--- config.mk ---
export PLATFORM = sky130hd
export DESIGN_NAME = sigreg_port
export DESIGN_NICKNAME = d
export VERILOG_FILES = /design/src/rtl/sigreg_pkg.sv /design/src/rtl/sigreg_hostdec.sv /design/src/rtl/sigreg_arb.sv /design/src/rtl/sigreg_fifo.sv /design/src/rtl/sigreg_port.sv
export SDC_FILE = /design/constraint.sdc
export NUM_CORES = 1
export LEC_CHECK = 0
export ABC_AREA = 1
export BUFFER_PORTS_ARGS = -buffer_cell sky130_fd_sc_hd__buf_2
export CAP_MARGIN = 25
export CORE_MARGIN = 4
export CORE_UTILIZATION = 47
export CTS_CLUSTER_DIAMETER = 200
export DETAILED_ROUTE_END_ITERATION = 12
export GPL_ROUTABILITY_DRIVEN = 0
export GPL_TIMING_DRIVEN = 0
export PLACE_DENSITY_LB_ADDON = 0.25
export RECOVER_POWER = 100
export SLEW_MARGIN = 25
export SYNTH_ARGS = -nofsm -noshare
export SYNTH_HDL_FRONTEND = slang
export SYNTH_SLANG_ARGS = --single-unit
--- constraint.sdc ---
create_clock -name clk -period 2.7 [get_ports clk]
set_clock_uncertainty 0.05 [all_clocks]
set_input_delay 0.27 -clock clk [delete_from_list [all_inputs] [get_ports clk]]
set_output_delay 0.27 -clock clk [all_outputs]
set_load 0.05 [all_outputs]
--- src/rtl/sigreg_pkg.sv ---
package sigreg_pkg;
  parameter int unsigned DATA_W     = 16;
  parameter int unsigned ADDR_W     = 16;
  parameter int unsigned QUEUE_DEPTH = 2;
  parameter logic [DATA_W-1:0] CAP_WORD = 16'h1FFF;
  parameter logic [ADDR_W-1:0] REG_BYTE_ADDR = 16'h8148;

  localparam int unsigned PORT_BP  = 0;
  localparam int unsigned PORT_LCL = 1;
  localparam int unsigned N_PORTS  = 2;

  typedef struct packed {
    logic rd;
    logic wr;
  } hit_t;
endpackage

--- src/rtl/sigreg_hostdec.sv ---
module sigreg_hostdec
  import sigreg_pkg::*;
#(
  parameter int unsigned AW = ADDR_W,
  parameter logic [AW-1:0] MATCH = REG_BYTE_ADDR
) (
  input  logic          valid,
  input  logic          write,
  input  logic [AW-1:0] addr,
  output hit_t          hit
);
  logic unused_lane;
  logic match;

  assign unused_lane = addr[0];
  assign match  = (addr[AW-1:1] == MATCH[AW-1:1]);
  assign hit.rd = valid & ~write & match;
  assign hit.wr = valid &  write & match;
endmodule

--- src/rtl/sigreg_arb.sv ---
module sigreg_arb
  import sigreg_pkg::*;
#(
  parameter int unsigned DW = DATA_W
) (
  input  hit_t          bp_hit,
  input  hit_t          lcl_hit,
  input  logic [DW-1:0] bp_wdata,
  input  logic [DW-1:0] lcl_wdata,
  input  logic          room,
  output logic          push,
  output logic [DW-1:0] push_data,
  output logic          bp_berr,
  output logic          lcl_berr,
  output logic          lcl_stall
);
  logic lcl_wins;

  assign lcl_stall = lcl_hit.wr & bp_hit.wr;
  assign lcl_wins  = lcl_hit.wr & ~bp_hit.wr;
  assign push      = bp_hit.wr | lcl_wins;
  assign push_data = bp_hit.wr ? bp_wdata : lcl_wdata;
  assign bp_berr   = bp_hit.wr & ~room;
  assign lcl_berr  = lcl_wins & ~room;
endmodule

--- src/rtl/sigreg_fifo.sv ---
module sigreg_fifo
  import sigreg_pkg::*;
#(
  parameter int unsigned DEPTH = QUEUE_DEPTH,
  parameter int unsigned DW    = DATA_W
) (
  input  logic          clk,
  input  logic          rst_n,
  input  logic          push,
  input  logic [DW-1:0] push_data,
  input  logic          pop,
  output logic          room,
  output logic          nonempty,
  output logic [DW-1:0] head
);
  localparam int unsigned CW = $clog2(DEPTH + 1);
  localparam logic [CW-1:0] FULL_CNT = CW'(DEPTH);

  logic [CW-1:0] count_q;
  logic [CW-1:0] count_d;
  logic [CW-1:0] wr_idx;
  logic [DW-1:0] mem_q [DEPTH];
  logic          pop_eff;
  logic          push_eff;

  assign pop_eff  = pop & (count_q != '0);
  assign room     = (count_q != FULL_CNT) | pop_eff;
  assign push_eff = push & room;
  assign wr_idx   = count_q - CW'(pop_eff);
  assign count_d  = count_q + CW'(push_eff) - CW'(pop_eff);
  assign nonempty = (count_q != '0);
  assign head     = mem_q[0];

  always_ff @(posedge clk or negedge rst_n) begin
    if (!rst_n) count_q <= '0;
    else        count_q <= count_d;
  end

  for (genvar i = 0; i < DEPTH; i++) begin : g_slot
    logic [DW-1:0] above;
    logic [DW-1:0] slot_d;
    if (i + 1 < DEPTH) begin : g_mid
      assign above = mem_q[i+1];
    end else begin : g_top
      assign above = '0;
    end
    always_comb begin
      slot_d = pop_eff ? above : mem_q[i];
      if (push_eff && wr_idx == CW'(i)) slot_d = push_data;
    end
    always_ff @(posedge clk or negedge rst_n) begin
      if (!rst_n) mem_q[i] <= '0;
      else        mem_q[i] <= slot_d;
    end
  end

  assert_no_overflow_R4: assert property (@(posedge clk) disable iff (!rst_n)
    count_q <= FULL_CNT);

  assert_refused_keeps_level_R5: assert property (@(posedge clk) disable iff (!rst_n)
    (push && count_q == FULL_CNT && !pop) |=> (count_q == FULL_CNT));

  assert_swap_stays_full_R8: assert property (@(posedge clk) disable iff (!rst_n)
    (push && pop && count_q == FULL_CNT) |=> (count_q == FULL_CNT));

  assert_empty_pop_inert_R7: assert property (@(posedge clk) disable iff (!rst_n)
    (pop && !push && count_q == '0) |=> (count_q == '0));
endmodule

--- src/rtl/sigreg_port.sv ---
module sigreg_port
  import sigreg_pkg::*;
(
  input  logic              clk,
  input  logic              rst_n,
  input  logic              lcl_valid,
  input  logic              lcl_write,
  input  logic [ADDR_W-1:0] lcl_addr,
  input  logic [DATA_W-1:0] lcl_wdata,
  output logic              lcl_ready,
  output logic [DATA_W-1:0] lcl_rdata,
  output logic              lcl_berr,
  input  logic              bp_valid,
  input  logic              bp_write,
  input  logic [ADDR_W-1:0] bp_addr,
  input  logic [DATA_W-1:0] bp_wdata,
  output logic              bp_ready,
  output logic [DATA_W-1:0] bp_rdata,
  output logic              bp_berr,
  input  logic              irq_en,
  output logic              irq,
  output logic              sig_valid,
  output logic [DATA_W-1:0] sig_data,
  input  logic              sig_ready
);
  logic [N_PORTS-1:0]             p_valid;
  logic [N_PORTS-1:0]             p_write;
  logic [N_PORTS-1:0][ADDR_W-1:0] p_addr;
  hit_t                           p_hit [N_PORTS];
  logic                           push;
  logic [DATA_W-1:0]              push_data;
  logic                           room;
  logic                           lcl_stall;

  assign p_valid[PORT_BP]  = bp_valid;
  assign p_write[PORT_BP]  = bp_write;
  assign p_addr[PORT_BP]   = bp_addr;
  assign p_valid[PORT_LCL] = lcl_valid;
  assign p_write[PORT_LCL] = lcl_write;
  assign p_addr[PORT_LCL]  = lcl_addr;

  for (genvar p = 0; p < N_PORTS; p++) begin : g_dec
    sigreg_hostdec #(.AW(ADDR_W), .MATCH(REG_BYTE_ADDR)) u_dec (
      .valid (p_valid[p]),
      .write (p_write[p]),
      .addr  (p_addr[p]),
      .hit   (p_hit[p])
    );
  end

  sigreg_arb #(.DW(DATA_W)) u_arb (
    .bp_hit    (p_hit[PORT_BP]),
    .lcl_hit   (p_hit[PORT_LCL]),
    .bp_wdata  (bp_wdata),
    .lcl_wdata (lcl_wdata),
    .room      (room),
    .push      (push),
    .push_data (push_data),
    .bp_berr   (bp_berr),
    .lcl_berr  (lcl_berr),
    .lcl_stall (lcl_stall)
  );

  sigreg_fifo #(.DEPTH(QUEUE_DEPTH), .DW(DATA_W)) u_fifo (
    .clk       (clk),
    .rst_n     (rst_n),
    .push      (push),
    .push_data (push_data),
    .pop       (sig_ready),
    .room      (room),
    .nonempty  (sig_valid),
    .head      (sig_data)
  );

  assign bp_ready  = p_hit[PORT_BP].rd | p_hit[PORT_BP].wr;
  assign lcl_ready = p_hit[PORT_LCL].rd | (p_hit[PORT_LCL].wr & ~lcl_stall);
  assign bp_rdata  = p_hit[PORT_BP].rd  ? CAP_WORD : '0;
  assign lcl_rdata = p_hit[PORT_LCL].rd ? CAP_WORD : '0;
  assign irq       = sig_valid & irq_en;

  assert_const_read_R1: assert property (@(posedge clk) disable iff (!rst_n)
    (bp_valid && !bp_write && bp_addr[ADDR_W-1:1] == REG_BYTE_ADDR[ADDR_W-1:1])
      |-> (bp_ready && bp_rdata == 16'h1FFF));

  assert_miss_silent_R2: assert property (@(posedge clk) disable iff (!rst_n)
    (lcl_addr[ADDR_W-1:1] != REG_BYTE_ADDR[ADDR_W-1:1]) |-> (!lcl_ready && !lcl_berr));

  assert_bp_wins_R10: assert property (@(posedge clk) disable iff (!rst_n)
    (bp_valid && bp_write && bp_ready && lcl_valid && lcl_write)
      |-> (!lcl_ready && !lcl_berr));

  assert_irq_needs_pending_R9: assert property (@(posedge clk) disable iff (!rst_n)
    irq |-> sig_valid);
endmodule

## Yosys cells after proc, flatten, opt, wreduce, memory -nomap -nowiden

Cells that the tools add are included.

| word-level totals | value |
|---|---|
| register bits | 34 |
| input port bits | 72 |

| cells by class | value |
|---|---|
| add/subtract/negate cells | 3 |
| equal/unequal tests | 4 |
| multiplexer cells | 7 |
| bitwise logic cells | 25 |
| reduce and logical (&&, ||, !) cells | 6 |

Operator list:

| operator | count |
|---|---|
| $mux W16 | 5 |
| $eq A15 B15 Y1 const B | 2 |
| $mux W13 | 2 |
| $and A1 B1 Y1 | 16 |
| $reduce_bool A2 Y1 | 3 |
| $not A1 Y1 | 5 |
| $or A1 B1 Y1 | 4 |
| $sub A2 B1 Y2 | 2 |
| $add A2 B1 Y2 | 1 |
| $eq A2 B1 Y1 const B | 1 |
| $logic_and A1 B1 Y1 | 2 |
| $logic_not A2 Y1 | 1 |
| $ne A2 B2 Y1 const B | 1 |

## Logic depth before layout (Yosys ltp)

| depth | value |
|---|---|
| depth after elaboration | 8 |
| gate-level depth with buffers | 11 |

## By module

A second synthesis with hierarchy kept.

| second synthesis, totals | value |
|---|---|
| cells, all modules | 370 |
| area total of the unflattened synthesis | 2486.1 um^2 |

By module, submodules not included:

| module | instances | cells an instance | area an instance (um^2) | sequential area each (um^2) |
|---|---|---|---|---|
| sigreg_fifo | 1 | 230 | 1793.0 | 850.8 |
| sigreg_arb | 1 | 58 | 262.8 | 0.0 |
| sigreg_port | 1 | 38 | 257.7 | 0.0 |
| sigreg_hostdec | 2 | 22 | 86.3 | 0.0 |

## Least setup slack after synthesis

Ideal clock, no wire load.

| timing | value |
|---|---|
| path kind | input -> output |
| from | in bp_addr[12] |
| to | out bp_rdata[10] |
| arrival time | 2986 ps |
| data required time | 2380 ps |
| setup slack | -606 ps |
| stages | 7 |
| cell sequence | nor2_1 -> nand2_2 -> nor2_8 -> buf_2 -> nand2_1 -> nor3_1 -> buf_4 |

| between the ends | value |
|---|---|
| word-level cells in the longest chain between the ends | 3 |

RTL lines:

| element | line | text |
|---|---|---|
| start, declared | sigreg_port.sv:15 | `input logic [ADDR_W-1:0] bp_addr,` |
| $eq A15 B15 Y1 | sigreg_hostdec.sv:16 | `assign match = (addr[AW-1:1] == MATCH[AW-1:1]);` |
| $and A1 B1 Y1 | sigreg_hostdec.sv:17 | `assign hit.rd = valid & ~write & match;` |
| $mux W13 | sigreg_port.sv:77 | `assign bp_rdata = p_hit[PORT_BP].rd ? CAP_WORD : '0;` |
| end, declared | sigreg_port.sv:18 | `output logic [DATA_W-1:0] bp_rdata,` |

Every way passes these cells.

## Worst setup path in the final report

| timing | value |
|---|---|
| from | in bp_addr[14] |
| to | out bp_rdata[12] |

The elaborated chain is that of the path after synthesis.

==> out/results.txt <==
The most instantiated flip-flop cell in the synthesis netlist was dfrtp_1. Cells fill 63.6% of the core in the end. The number of enable flip-flop cells after synthesis came out at 0.

The die span in y is 82.0 um, and the warning count from the yosys run is 0. The first detailed-routing pass ran for 4 iterations. The commonest cells after synthesis are nand2_1, nand3_1, nor2_1.

The logs give 11.2 mm for the wire length of the first global-routing pass and 126 for the I/O pin count. The worst-case hold path end point was u_fifo.g_slot[0].above[15]. For this block, the via count after detailed routing is 2698. Number of instances on the worst hold path: 5. The die covers 6720 um^2. The number of cells on the worst reg-to-reg path is 9. The count of maximum capacitance violations came out at 1. Startpoint type of the worst setup path: a primary input. Averaged over all synthesized cells, the footprint is 7.14 um^2. Static timing analysis puts the maximum clock frequency at 0.404 GHz.

In the synthesized netlist the async set-or-reset flop fraction comes to 100%. The beginning of the worst hold path was lcl_wdata[15]. The most common cell in the synthesized netlist is nand2_1. No sink is reached through more buffers than the 2 on the longest clock path. Sorting the synthesized cells by area gives the leading types as dfrtp_1, nand3_1, nand2_1. Cell type with the largest total area after synthesis: dfrtp_1. The number of buffers inserted during clock tree synthesis was 5; the total wire length was 6.87 mm. After synthesis the netlist holds a flip-flop and latch count of 34.

Post-CTS repair changed the size of 0 cells. In this run the biggest area consumer among cell types represents 33.1% of the synthesized area. In this run the cell area measured after placement is 3270 um^2. The final reports fail on max-capacitance violations, max-slew violations. For the post-placement worst setup slack, the log shows 0.254 ns. The logs give 1.55 mW for the total power after layout and 3.39 mm for the met2 routed wirelength. TritonCTS built the clock tree.

0 antenna diodes ended up in the layout. The worst hold path belongs to the class primary input to flip-flop. The floorplan step set the die width to 82.0 um. The total number of clock tree sinks is 34, and the distinct cell type count of the synthesized netlist is 27. The initial antenna violation count is 0, and the starting utilization of the core area is 49.4%. VDD sags by at most 0.283 mV. For the post-synthesis cell area, the log shows 2570 um^2. The source of the worst register-to-register timing path is u_fifo.count_q[1].

The routed metal-1 wirelength is 2.85 mm, and the power density normalized to cell area is 470 nW/um^2. Clock latency on the worst-skew pair, taken at its later pin, is 0.29 ns. The tools report the worst-case headroom to the max-slew limit as -18.3%. For the number of pins with negative max-slew slack in the final report, the log shows 35. Entering global routing, the biggest net connects 35 pins.

The top layer reached by signal wires was met4. For this run, the post-layout net count is 563. The category of the most critical setup path is primary input to primary output. After clock tree synthesis, the clock-pin slew on the worst setup and hold paths is 0.06 ns. Setup repair after global routing left no endpoint under its margin. The run finished, with violations left.

The number of filler instances in the final layout is 510, and the number of global-route vias before repair is 2627. The number of DRC markers in iteration 0 is 193, and the final hold violation count is 0. The initialized floorplan defines 26 standard-cell rows. Relative to the synthesized area, the layout overhead comes to 28.7%. After technology mapping, the gate count stands at 360. The average wire per standard cell works out to 12.3 um. The tools report the post-synthesis sequential area ratio as 33.1%. Aggregate global-route resource usage: 21.1%. Along the worst path, the maximum fanout reaches 13. Setup violations remaining at the end of the flow were counted as 0.

The final period utilization is 91.8%. After detailed routing, the met3 layer carries 557 um of wire. In the final timing run, aggregate negative setup slack is 0 ns. The post-layout instance count excluding filler cells was 559. The tools report the number of cells after detailed placement as 552.

Transition at the pin with the smallest max-transition slack: 1.77 ns. STA classifies the critical path endpoint as a primary output. Buffer type at the clock tree root: clkbuf_8.

The run gives 0 as the residual overflow from global routing. The floorplan core area was 5200 um^2; the count of port buffers added during placement was 117. Hold timing on the final database bottoms out at a slack of 0.323 ns.

The tools report the final worst-path setup slack as 0.223 ns. The run gives 3310 um^2 as the final design area excluding fillers. For this design, the CTS-stage hold fixing added 0 buffers. The number of levels in the clock H-tree was 2. In this run the post-CTS setup repair buffer count came out at 0. For the worst setup path, the data arrival time is 2.16 ns. The fraction of final layout cells sized beyond drive strength 1 is 33.5%, and the via density per instance is 4.83. For the worst setup path, the data required time is 2.38 ns. The logs give 5.67 mm for the placed wire-length estimate and 0 for the remaining design rule violation count. The leakage power summed over all cells came out at 1.81 nW. The tools report the critical register-to-register path endpoint as u_fifo.head[10]. In this run the register-to-register setup slack is 0.24 ns. The final critical-path required period works out to 2.48 ns. The detail route stage leaves a number of antenna-violating nets equal to 0.
placed cells by master, fill, tap and decap left out, drive strengths merged, types with 6 or more instances in the layout:
| cell | n |
|---|---|
| dfrtp | 34 |
| conb | 6 |
| clkbuf | 59 |
| nor2 | 55 |
| nand2 | 68 |
| nand3 | 76 |
| inv | 38 |
| buf | 109 |
| o21ai | 16 |
| nand4 | 17 |
cells by family (layout without fill, tap and decap cells):
| logic type | Yosys count | after routing | synth area share (%) |
|---|---|---|---|
| and+or+nand+nor | 218 | 218 | 41.5 |
| buffers and inverters | 84 | 208 | 18.0 |
| DFF | 34 | 34 | 33.1 |
| AOI/OAI and AO/OA | 19 | 19 | 5.69 |
| adders and majority gates | 2 | 2 | 0.973 |
| xor gates and xnor gates | 2 | 2 | 0.681 |
| other | 1 | 6 | 0.146 |
metal layers:
layer,track usage (%),vias to the layer above
met2,37.2,100
met1,26.1,1206
met3,4.50,7
met5,0,-
li1,-,1385
met4,5.48,0
power by group:
part	internal, mW	switching (mW)
clock	0.295	0.176
combinational	0.131	0.415
sequential	0.526	0.0119
total	0.952	0.603
state kept, by name, summed over array words and instances (netlist names):
signal	flops
u_fifo.count_q	2
u_fifo.g_slot.above	16
u_fifo.head	16
final cells by class:
cell class | count | area, um^2 | share of cell area [%]
multi-input combinational | 247 | 1260 | 38.0
sequential | 34 | 851 | 25.7
timing repair buffer | 117 | 552 | 16.7
buffer | 45 | 302 | 9.11
inverter | 39 | 146 | 4.42
tap | 70 | 87.6 | 2.65
clock buffer | 6 | 82.6 | 2.50
clock inverter | 1 | 30.0 | 0.907
worst max-delay path by stage:
stage / endpoint / slack (ns) / depth (start not counted) / startpoint
2_1_floorplan: bp_rdata[10] / 0.15 / 7 / bp_addr[12]
3_3_place_gp: bp_rdata[8] / 0.32 / 9 / bp_addr[12]
3_5_place_dp: bp_rdata[2] / 0.25 / 9 / bp_addr[14]
4_1_cts: bp_rdata[2] / 0.25 / 9 / bp_addr[14]
5_1_grt: u_fifo.head[12] / 0.02 / 9 / u_fifo.count_q[1]
6_report: bp_rdata[12] / 0.22 / 9 / bp_addr[14]
worst max-delay path, cell delays in order:
cell and delay (ns):
buf_2 0.11, nor2_1 0.13, nand2_2 0.10, nor2_8 0.18
buf_2 0.23, nand2_1 0.11, nor3_2 0.54, buf_4 0.21
clkbuf_2 0.27
No activity file was read; power rests on OpenSTA's default activity.
